===== src/rtl/psu_pkg.sv =====
package psu_pkg;
  localparam int PSU_DW     = 32;
  localparam int PSU_SW     = 16;
  localparam int PSU_MW     = 3;
  localparam int PSU_FLD_LO = 7;
  localparam logic [PSU_MW-1:0] PSU_RESET_CODE = 3'b000;
  localparam logic [PSU_MW-1:0] PSU_ALT_CODE   = 3'b101;
  localparam int PSU_ALT_LSH = 4;
endpackage


===== src/rtl/psu_rst_sync.sv =====
module psu_rst_sync (
  input  logic clk,
  input  logic rst_n,
  output logic rst_sync_n
);
  logic stage_q;

  always_ff @(posedge clk or negedge rst_n) begin
    if (!rst_n) begin
      stage_q    <= 1'b0;
      rst_sync_n <= 1'b0;
    end else begin
      stage_q    <= 1'b1;
      rst_sync_n <= stage_q;
    end
  end
endmodule


===== src/rtl/psu_mode_reg.sv =====
module psu_mode_reg #(
  parameter int SW = psu_pkg::PSU_SW,
  parameter int MW = psu_pkg::PSU_MW,
  parameter int FLD_LO = psu_pkg::PSU_FLD_LO,
  parameter logic [MW-1:0] RESET_CODE = psu_pkg::PSU_RESET_CODE
) (
  input  logic          clk,
  input  logic          rst_n,
  input  logic          wr_en,
  input  logic [SW-1:0] wr_word,
  output logic [MW-1:0] mode_q
);
  localparam int FLD_HI = FLD_LO + MW - 1;

  logic [MW-1:0] mode_d;

  // next-state: load the field on a strobe, otherwise hold
  always_comb begin
    mode_d = mode_q;
    if (wr_en) mode_d = wr_word[FLD_HI:FLD_LO];
  end

  always_ff @(posedge clk or negedge rst_n) begin
    if (!rst_n) mode_q <= RESET_CODE;
    else        mode_q <= mode_d;
  end
endmodule


===== src/rtl/psu_shifter.sv =====
module psu_shifter #(
  parameter int DW = psu_pkg::PSU_DW,
  parameter int MW = psu_pkg::PSU_MW,
  parameter logic [MW-1:0] ALT_CODE = psu_pkg::PSU_ALT_CODE,
  parameter int ALT_LSH = psu_pkg::PSU_ALT_LSH
) (
  input  logic [DW-1:0] prod_i,
  input  logic [MW-1:0] mode_i,
  input  logic          alt_i,
  output logic [DW-1:0] prod_o
);
  localparam int NCODES = 1 << MW;

  logic [DW-1:0] cand [NCODES];
  logic [DW-1:0] cand_alt;

  // code 0: left by one, code 1: pass, code c>=2: arithmetic right by c-1
  for (genvar c = 0; c < NCODES; c++) begin : g_code
    localparam int RSH = (c >= 2) ? c - 1 : 0;
    if (c == 0) begin : g_lsh1
      assign cand[c] = {prod_i[DW-2:0], 1'b0};
    end else if (c == 1) begin : g_pass
      assign cand[c] = prod_i;
    end else begin : g_rsh
      assign cand[c] = DW'($signed(prod_i) >>> RSH);
    end
  end

  assign cand_alt = prod_i << ALT_LSH;

  always_comb begin
    if (alt_i && (mode_i == ALT_CODE)) prod_o = cand_alt;
    else                               prod_o = cand[mode_i];
  end
endmodule


===== src/rtl/prod_shift_unit.sv =====
module prod_shift_unit (
  input  logic        clk,
  input  logic        rst_n,
  input  logic        wr_en,
  input  logic [15:0] wr_word,
  input  logic        addr_mode,
  input  logic [31:0] prod_in,
  output logic [31:0] prod_out
);
  import psu_pkg::*;

  logic              rst_sync_n;
  logic [PSU_MW-1:0] mode_q;

  psu_rst_sync u_rst (
    .clk        (clk),
    .rst_n      (rst_n),
    .rst_sync_n (rst_sync_n)
  );

  psu_mode_reg #(
    .SW(PSU_SW), .MW(PSU_MW), .FLD_LO(PSU_FLD_LO), .RESET_CODE(PSU_RESET_CODE)
  ) u_mode (
    .clk     (clk),
    .rst_n   (rst_sync_n),
    .wr_en   (wr_en),
    .wr_word (wr_word),
    .mode_q  (mode_q)
  );

  psu_shifter #(
    .DW(PSU_DW), .MW(PSU_MW), .ALT_CODE(PSU_ALT_CODE), .ALT_LSH(PSU_ALT_LSH)
  ) u_shift (
    .prod_i (prod_in),
    .mode_i (mode_q),
    .alt_i  (addr_mode),
    .prod_o (prod_out)
  );
endmodule


===== config.mk =====
export PLATFORM = sky130hd
export DESIGN_NAME = prod_shift_unit
export DESIGN_NICKNAME = d
export VERILOG_FILES = /design/src/rtl/psu_pkg.sv /design/src/rtl/psu_rst_sync.sv /design/src/rtl/psu_mode_reg.sv /design/src/rtl/psu_shifter.sv /design/src/rtl/prod_shift_unit.sv
export SDC_FILE = /design/constraint.sdc
export NUM_CORES = 1
export LEC_CHECK = 0
export ABC_AREA = 0
export ABC_CLOCK_PERIOD_IN_PS = 1550
export BUFFER_PORTS_ARGS = -buffer_cell sky130_fd_sc_hd__buf_2
export CORE_MARGIN = 2
export CORE_UTILIZATION = 42
export DETAILED_ROUTE_END_ITERATION = 6
export GPL_TIMING_DRIVEN = 0
export PLACE_DENSITY_LB_ADDON = 0.05
export SYNTH_ARGS = -nofsm -noshare
export SYNTH_HDL_FRONTEND = slang
export SYNTH_SLANG_ARGS = --single-unit

===== constraint.sdc =====
create_clock -name clk -period 1.55 [get_ports clk]
set_input_delay 0.155 -clock clk [delete_from_list [all_inputs] [get_ports clk]]
set_output_delay 0.155 -clock clk [all_outputs]
set_load 0.005 [all_outputs]

==> results of run 1 <==
## kinds of logic after synthesis
kind of cell	synth area share [%]
other	0.232
AOI/OAI and AO/OA	43.3
buffers and inverters	9.77
and+or+nand+nor	17.6
DFF	7.75
muxes	21.3
## cell type report
class | count | area [um2] | share of cell area (%)
inverter | 1 | 3.75 | 0.139
buffer | 18 | 184 | 6.82
multi-input combinational | 192 | 1700 | 62.9
sequential | 5 | 128 | 4.73
timing repair buffer | 96 | 579 | 21.5
clock buffer | 4 | 45.0 | 1.67
tap | 48 | 60.1 | 2.23
## per-stage QoR
step / setup WS, ns / instances
2_1_floorplan: 0.0570 / 219
3_3_place_gp: -0.273 / 337
3_5_place_dp: -0.238 / 337
4_1_cts: -0.325 / 351
5_1_grt: -0.450 / 364
6_report: -0.448 / 364
## timing repair
item                                    4_1_cts  5_1_grt
endpoints found under the setup margin       32       32
hold buffers                                  1        0
endpoints found under the hold margin         2        0
gates resized for setup                      62       51
pin swaps                                     8       16
buffers inserted                             10       14
gates cloned                                  2        0
## layer usage
layer	vias up	wire, um	global-route usage (%)
met3	28	623	2.39
met5	-	0	0
li1	1048	-	-
met2	186	3390	51.5
met4	0	207	9.18
met1	1121	2870	41.7
## Yosys cell counts, types with 6 or more instances
cell type,count
a21o_1,9
a21oi_1,29
a222oi_1,8
a22oi_1,10
buf_2,6
buf_6,8
mux2_2,13
mux2i_1,16
nand2_1,13
nor2_1,20
nor2b_1,14
o21ai_0,10
o21ai_1,11
o221ai_1,13
## state kept, by name, indices dropped and copies added, names as in the netlist
name	count
u_mode.mode_q	3
u_rst.stage_q	1
u_rst.rst_sync_n	1
## worst paths after layout
check                      depth (start not counted)  slack [ns]        startpoint               end
min in group clk                                   3        0.15        wr_word[8]  u_mode.mode_q[1]
min                                                0        0.04  u_rst.rst_sync_n  u_mode.mode_q[0]
max reg2reg                                        3        0.28  u_mode.mode_q[2]  u_mode.mode_q[2]
max in group asynchronous                          2        1.20             rst_n  u_rst.rst_sync_n
min reg2reg                                        0        0.04  u_rst.rst_sync_n  u_mode.mode_q[0]
max                                                7       -0.45  u_mode.mode_q[0]      prod_out[13]
## where the power goes
group          leakage, nW  total [W]  switching [W]  internal, W
clock               0.0228   0.000235      0.0000590     0.000176
combinational         1.13    0.00140       0.000714     0.000690
sequential          0.0567   0.000159      0.0000164     0.000143
total                 1.21    0.00180       0.000789      0.00101
==> flow_summary.toml, run 1 <==
[yosys]
async_flop_share_pct = 100
ys.warnings.count = 0
syn_area_per_cell_um2 = 7.37
synth.distinct_cells = 40
yosysSeqAreaShare_pct = 7.75
synthCells = 219
synth_top_area_share_pct = 9.92
synth.area.top_cells = "mux2i_1 (9.9%), mux2_2 (9.1%), a21oi_1 (9.0%), dfrtp_1 (7.8%), o221ai_1 (7.1%)"
syn_nets = 271
synth.cell_area_um2 = 1610
synth_ff_type = "dfrtp_1"
synth_seq_cells = 5
yosysTopAreaCell = "mux2i_1"
synth_edf_count = 0

[sta]
finalCritPeriodShare_pct = 129
setup_slack_ns = -0.448
fin_setup_tns_ns = -10.14
setup_viol = 32
fmax_mhz = 500
holdWs_ns = 0.0360
hold_violations = 0
worst_slew_pin_slew_ns = 0.568
rsz0062_at_grt = "true"
skew_ns = 0.00250
period_needed_ns = 2.00
slew_headroom_pct = 62.2
finalMaxSlewViolations = 0

[placed_design]
routabilityCongestion = 0.918
io_buffers = 70
dp_hpwl_mm = 4.68
placed_area_um2 = 2020

[cts]
cts_made_buffers = 3
numClockSinks = 5
clockBufferDepth = 2
clkLatencyLatePin_ns = 0.22
htreeDepth = 1
root_buffer = "clkbuf_8"
clk_pin_slew_ns = 0.04
cts_tree = "done"

[finish]
utilization_pct = 73.1
layout_common_cells = "buf_2 (71), a21oi_1 (25), buf_4 (21), nor2_1 (18), o21ai_1 (13)"
area_growth_pct = 67.1
nets = 369
fill_cells = 306
drive_above_1_share_pct = 58.2
antenna-diode-count = 0
layout_commonest_cell = "buf_2"
final_area_um2 = 2700

[die]
die_area_um2 = 4350
ioPinCount = 84
core_um2 = 3690
initial_utilization_pct = 43.8
die_y_um = 66.0
fp.dieW_um = 66.0
rows = 22

[status]
violations = "negative setup slack"
status = "finished, violations left"

[power]
p_leak_nw = 1.21
power_w = 0.00180
power_density_nw_per_um2 = 667
ir_drop_mv = 0.714

[min_path]
hp-class = "reg -> async"

[global_route]
grt_max_degree = 11
grt_remaining_overflow = 0
gr-usage-all-layers_pct = 30.7
grt_pass1_vias = 2103
grt_pass1_wl_mm = 10.5
antenna_found_initial = 0

[route]
drc = 0
wirelength_mm = 7.08
num_vias = 2383
final_antenna_net_count = 0
vias_per_cell = 6.55
drt_iter0_drc = 267
wl_per_cell_um = 19.5
firstDrtPassIters = 5

[critical_path]
worst-endpoint-arrival_ns = 1.84
path_buf_inv = 4
endpoint_kind = "primary output"
cpMostUsedCell = "buf_12"
critical_path.max_stage_delay_ns = 0.45
slowest_stage = "dfrtp_2"
worst-endpoint-required_ns = 1.39
crit_type = "reg -> out"
critPathTopFamily = "compound AO/OA/AOI/OAI gates"
start_kind = "register"
cp_max_fo = 7
crit_chain = "buf_12 -> buf_12 -> buf_4 -> a21o_1 -> a222oi_1 -> o21ai_1 -> buf_2"

[run]
cap_viol_max_count = 0
(Power assumes the default switching activity.)
==> inputs of run 2 (changes only) <==
--- a/config.mk
+++ b/config.mk
@@ -12,7 +12,7 @@
 export CORE_UTILIZATION = 42
 export DETAILED_ROUTE_END_ITERATION = 6
 export GPL_TIMING_DRIVEN = 0
-export PLACE_DENSITY_LB_ADDON = 0.05
+export PLACE_DENSITY = 0.85
 export SYNTH_ARGS = -nofsm -noshare
 export SYNTH_HDL_FRONTEND = slang
 export SYNTH_SLANG_ARGS = --single-unit
==> run 2 against run 1 <==
The run ends with design-rule violations, negative setup slack left. Utilization down 3.2 points. Clock-buffer cell count did not move. Die area did not move. Flip-flop and latch count unchanged. Via count grew 3.6%.
==> flow_summary.toml, run 2 (synthesized netlist as in run 1, its figures left out) <==
[status]
status = "finished, violations left"
violations = "design-rule violations, negative setup slack"

[critical_path]
endpoint_kind = "primary output"
crit_type = "reg -> out"
cp_max_fo = 10
worst-endpoint-required_ns = 1.39
slowest_stage = "dfrtp_2"
crit_chain = "buf_8 -> buf_6 -> a21o_1 -> a222oi_1 -> o21ai_1 -> buf_2"
worst-endpoint-arrival_ns = 1.82
path_buf_inv = 3
critPathTopFamily = "compound AO/OA/AOI/OAI gates"
critical_path.max_stage_delay_ns = 0.44
start_kind = "register"

[finish]
nets = 368
seq_area_um2 = 128
fill_cells = 292
drive_above_1_share_pct = 59.0
largestRegisters = "u_mode.mode_q: 3 flops, u_rst.rst_sync_n: 1 flops, u_rst.stage_q: 1 flops"
multi_input_area_um2 = 1580
instances_no_fill = 363
layout_common_cells = "buf_2 (71), buf_4 (22), a21oi_1 (20), nor2_1 (16), o21ai_1 (13)"
largest_reg_flops = 3
area_growth_pct = 59.8
layout_commonest_cell = "buf_2"
top_register = "u_mode.mode_q"
antenna-diode-count = 0

[die]
rows = 22
fp.dieW_um = 66.0
ioPinCount = 84
die_area_um2 = 4350
core_um2 = 3690
die_y_um = 66.0
initial_utilization_pct = 43.8

[route]
vias_per_cell = 6.80
num_vias = 2468
wirelength_mm = 7.39
drc = 2
firstDrtPassIters = 7
wl_per_cell_um = 20.4
final_antenna_net_count = 0
drt_iter0_drc = 422

[power]
p_int_w = 0.000961
share_comb_of_total_power_pct = 77.0
pwr-share-clk_pct = 13.8
seqPwrFrac_pct = 9.2
power_density_nw_per_um2 = 674
switching_share_pct = 44.8
p_sw_w = 0.000779
p_leak_nw = 1.14
ir_drop_mv = 0.759

[cts]
cts_made_buffers = 3
htreeDepth = 1
numClockSinks = 5
cts_tree = "done"
clkLatencyLatePin_ns = 0.22
root_buffer = "clkbuf_8"
clockBufferDepth = 2
clk_pin_slew_ns = 0.04

[sta]
hold_violations = 0
holdWs_ns = 0.0351
fin_setup_tns_ns = -9.62
fmax_mhz = 505
skew_ns = 0.00250
period_needed_ns = 1.98
setup_viol = 32
rsz0062_at_grt = "true"
setup_slack_ns = -0.430
finalCritPeriodShare_pct = 128
finalMaxSlewViolations = 0

[global_route]
grt_pass1_vias = 2247
grt_max_degree = 11
grt_pass1_wl_mm = 11.0
gr-usage-all-layers_pct = 32.6
antenna_found_initial = 0
grt_remaining_overflow = 0

[placed_design]
dp_hpwl_mm = 4.71
io_buffers = 70
routabilityCongestion = 0.950
placed_cells = 337

[run]
cap_viol_max_count = 0

[min_path]
hp-class = "reg -> async"
-- run 2: cell count changes in the layout (fill, tap and decap cells not counted), moves of 3 or more --
cell      before  now
a21oi_1       25   20
nor2_4         2    5
a21oi_2        4    9
o221ai_2       8    4
mux2i_4        6    3
o221ai_1       6   10
nor2b_2        1    6
o21ai_4        4    0
nor2b_4        5    1
o21ai_2        1    5
buf_12         3    0
mux2_4        10    4
mux2i_2        0    4
mux2_2         6   12
-- run 2: what timing repair did --
action / in CTS / in global routing
setup endpoints to repair: 32 / 32
pin swaps: 12 / 5
gates cloned: 3 / 1
endpoints found under the hold margin: 2 / 0
setup buffers: 16 / 4
resized for setup: 63 / 41
hold buffers: 1 / 0
-- run 2: path summary, 6_finish.rpt --
check,start,to,cells after the start,slack (ns)
setup reg to reg,u_mode.mode_q[2],u_mode.mode_q[2],3,0.34
hold / removal,u_rst.rst_sync_n,u_mode.mode_q[2],0,0.04
hold reg to reg,u_rst.rst_sync_n,u_mode.mode_q[2],0,0.04
setup / recovery,u_mode.mode_q[0],prod_out[13],6,-0.43
min in group clk,wr_word[8],u_mode.mode_q[1],3,0.14
max in group asynchronous,rst_n,u_rst.rst_sync_n,2,1.21
-- run 2: cell type report --
cell class | count | share of cell area, %
Sequential cell | 5 | 4.95
Clock buffer | 4 | 1.75
Buffer | 19 | 7.27
Inverter | 1 | 0.291
Tap cell | 48 | 2.33
Timing Repair Buffer | 94 | 22.0
Multi-Input combinational cell | 192 | 61.4
-- run 2: power groups by stage --
stage | clock, W | sequential, W | combinational, W
global route | 0.000257 | 0.000161 | 0.00143
detailed placement | 0 | 0.000156 | 0.00101
global placement | 0 | 0.000155 | 0.00100
finish | 0.000241 | 0.000159 | 0.00134
CTS | 0.000246 | 0.000157 | 0.00120
floorplan | 0 | 0.000153 | 0.000639
-- run 2: layer usage --
metal | GRT usage [%] | routed length, um | vias to the layer above
li1 | - | - | 1055
met1 | 44.3 | 2670 | 1118
met2 | 53.8 | 3380 | 246
met3 | 2.90 | 987 | 49
met4 | 11.5 | 353 | 0
met5 | 0 | 0 | -
-- run 2: through the flow --
stage / utilization [%] / instance area, um2 / power (W) / worst slack [ns]
CTS: 65.9 / 2430 / 0.00160 / -0.379
global placement: 54.9 / 2020 / 0.00116 / -0.215
detailed placement: 54.9 / 2020 / 0.00116 / -0.236
global route: 69.9 / 2580 / 0.00185 / -0.541
floorplan: - / 1610 / 0.000792 / 0.0570
finish: 69.9 / 2580 / 0.00174 / -0.430
==> inputs of run 3 (changes only) <==
--- a/config.mk
+++ b/config.mk
@@ -6,13 +6,14 @@
 export NUM_CORES = 1
 export LEC_CHECK = 0
 export ABC_AREA = 0
-export ABC_CLOCK_PERIOD_IN_PS = 1550
+export ABC_CLOCK_PERIOD_IN_PS = 2070
 export BUFFER_PORTS_ARGS = -buffer_cell sky130_fd_sc_hd__buf_2
 export CORE_MARGIN = 2
-export CORE_UTILIZATION = 42
+export CORE_UTILIZATION = 45
 export DETAILED_ROUTE_END_ITERATION = 6
 export GPL_TIMING_DRIVEN = 0
-export PLACE_DENSITY = 0.85
+export PLACE_DENSITY = 0.87
+export SETUP_SLACK_MARGIN = 0.1
 export SYNTH_ARGS = -nofsm -noshare
 export SYNTH_HDL_FRONTEND = slang
 export SYNTH_SLANG_ARGS = --single-unit
==> constraint.sdc (replaced) <==
create_clock -name clk -period 2.07 [get_ports clk]
set_input_delay 0.207 -clock clk [delete_from_list [all_inputs] [get_ports clk]]
set_output_delay 0.207 -clock clk [all_outputs]
set_load 0.005 [all_outputs]
==> run 3 against run 2 <==
The flow still finishes with violations (design-rule violations, negative setup slack). Global-route usage down 0.58 points. First-iteration DRC count up 59%. Clock-buffer cell count unchanged. Flip-flop and latch count unchanged. Combinational power down 18%. Worst setup slack better by 0.31 ns. Critical path type unchanged. Critical endpoint is now prod_out[28]. Largest power group unchanged. Highest routed layer unchanged.
==> flow_summary.toml, run 3 (synthesized netlist as in run 1, its figures left out) <==
[cts]
htreeDepth = 1
cts_made_buffers = 3
clk_pin_slew_ns = 0.05
clockBufferDepth = 2
root_buffer = "clkbuf_4"
cts_tree = "done"
clkLatencyLatePin_ns = 0.25
numClockSinks = 5

[sta]
finalCritPeriodShare_pct = 106
finalMaxSlewViolations = 0
period_needed_ns = 2.19
rsz0062_at_grt = "true"
fmax_mhz = 457
skew_ns = 0.00907
holdWs_ns = 0.0283
setup_viol = 6
hold_violations = 0
setup_slack_ns = -0.117

[power]
ir_drop_mv = 0.547
power_density_nw_per_um2 = 498
power_w = 0.00133
p_leak_nw = 1.21

[finish]
layout_common_cells = "buf_2 (72), a21oi_1 (25), buf_4 (23), nor2_1 (17)"
layout_commonest_cell = "buf_2"
instances_no_fill = 367
top_register = "u_mode.mode_q"
antenna-diode-count = 0
area_growth_pct = 66.0
largestRegisters = "u_mode.mode_q: 3 flops, u_rst.rst_sync_n: 1 flops, u_rst.stage_q: 1 flops"
nets = 374
final_area_um2 = 2680
largest_reg_flops = 3
drive_above_1_share_pct = 59.5

[global_route]
grt_pass1_vias = 2163
grt_pass1_wl_mm = 10.6
gr-usage-all-layers_pct = 32.1
grt_max_degree = 11
antenna_found_initial = 0
grt_remaining_overflow = 0

[critical_path]
ff2ff_setup_slack_ns = 0.80
timing.rr.end = "u_mode.mode_q[0]"
worst-endpoint-required_ns = 1.86
reg2reg_depth = 4
cp_max_fo = 7
endpoint_kind = "primary output"
crit_type = "reg -> out"
worst-endpoint-arrival_ns = 1.98
start_kind = "register"
r2r-start = "u_mode.mode_q[0]"

[route]
firstDrtPassIters = 7
wirelength_mm = 8.47
wl_per_cell_um = 23.1
final_antenna_net_count = 0
vias_per_cell = 7.22
drt_iter0_drc = 672
drc = 93
num_vias = 2651

[die]
initial_utilization_pct = 47.6
die_y_um = 63.9
fp.dieW_um = 63.9
core_um2 = 3390
rows = 21
die_area_um2 = 4080
ioPinCount = 84

[placed_design]
routabilityCongestion = 0.995
placed_area_um2 = 2020
placed_cells = 335
dp_hpwl_mm = 4.65
io_buffers = 70
preCtsSetupSlack_ns = 0.234

[status]
violations = "design-rule violations, negative setup slack"
status = "finished, violations left"

[min_path]
hp-class = "reg -> async"

[run]
cap_viol_max_count = 0
[run 3: cell type report]
type	instances	area, um2
Buffer	22	221
Clock buffer	4	26.3
Fill cell	218	711
Inverter	1	3.75
Multi-Input combinational cell	191	1630
Sequential cell	5	126
Tap cell	46	57.6
Timing Repair Buffer	98	613
[run 3: how the worst max path moves through the flow]
stage	startpoint	end
floorplan	u_mode.mode_q[1]	prod_out[1]
global placement	u_mode.mode_q[0]	prod_out[20]
detailed placement	u_mode.mode_q[0]	prod_out[20]
CTS	u_mode.mode_q[0]	prod_out[12]
global route	u_mode.mode_q[0]	prod_out[28]
finish	u_mode.mode_q[0]	prod_out[28]
[run 3: stage by stage]
step                utilization (%)  setup TNS [ns]
floorplan                         -               0
global placement               59.7               0
detailed placement             59.7               0
CTS                            66.2               0
global route                   79.0          -0.509
finish                         79.0          -0.363
[run 3: worst max-delay path, cell delays in order (launching register included)]
cell and delay, ns:
dfrtp_2 0.46, buf_6 0.16, buf_6 0.13, clkbuf_16 0.15, a21o_1 0.19, a222oi_1 0.37
a21oi_1 0.13, buf_2 0.14
[run 3: repair_timing]
item | 4_1_cts | 5_1_grt
buffers inserted | 10 | 14
endpoints found under the hold margin | 2 | 0
resized for setup | 29 | 79
cloned | 1 | 2
setup endpoints to repair | 31 | 31
hold buffers | 1 | 0
pin swaps | 5 | 19
[run 3: per-layer routing]
layer / up-vias / share of wire, % / track usage, %
li1: 1068 / - / -
met2: 328 / 44 / 51.3
met3: 107 / 14 / 7.39
met5: - / 0 / 0
met4: 0 / 8.0 / 10.6
met1: 1148 / 34 / 42.2
[run 3: where the power goes]
| group | internal, W | switching (W) |
|---|---|---|
| Sequential | 0.000106 | 0.00000988 |
| Combinational | 0.000522 | 0.000580 |
| Clock | 0.0000731 | 0.0000423 |
| Total | 0.000702 | 0.000632 |
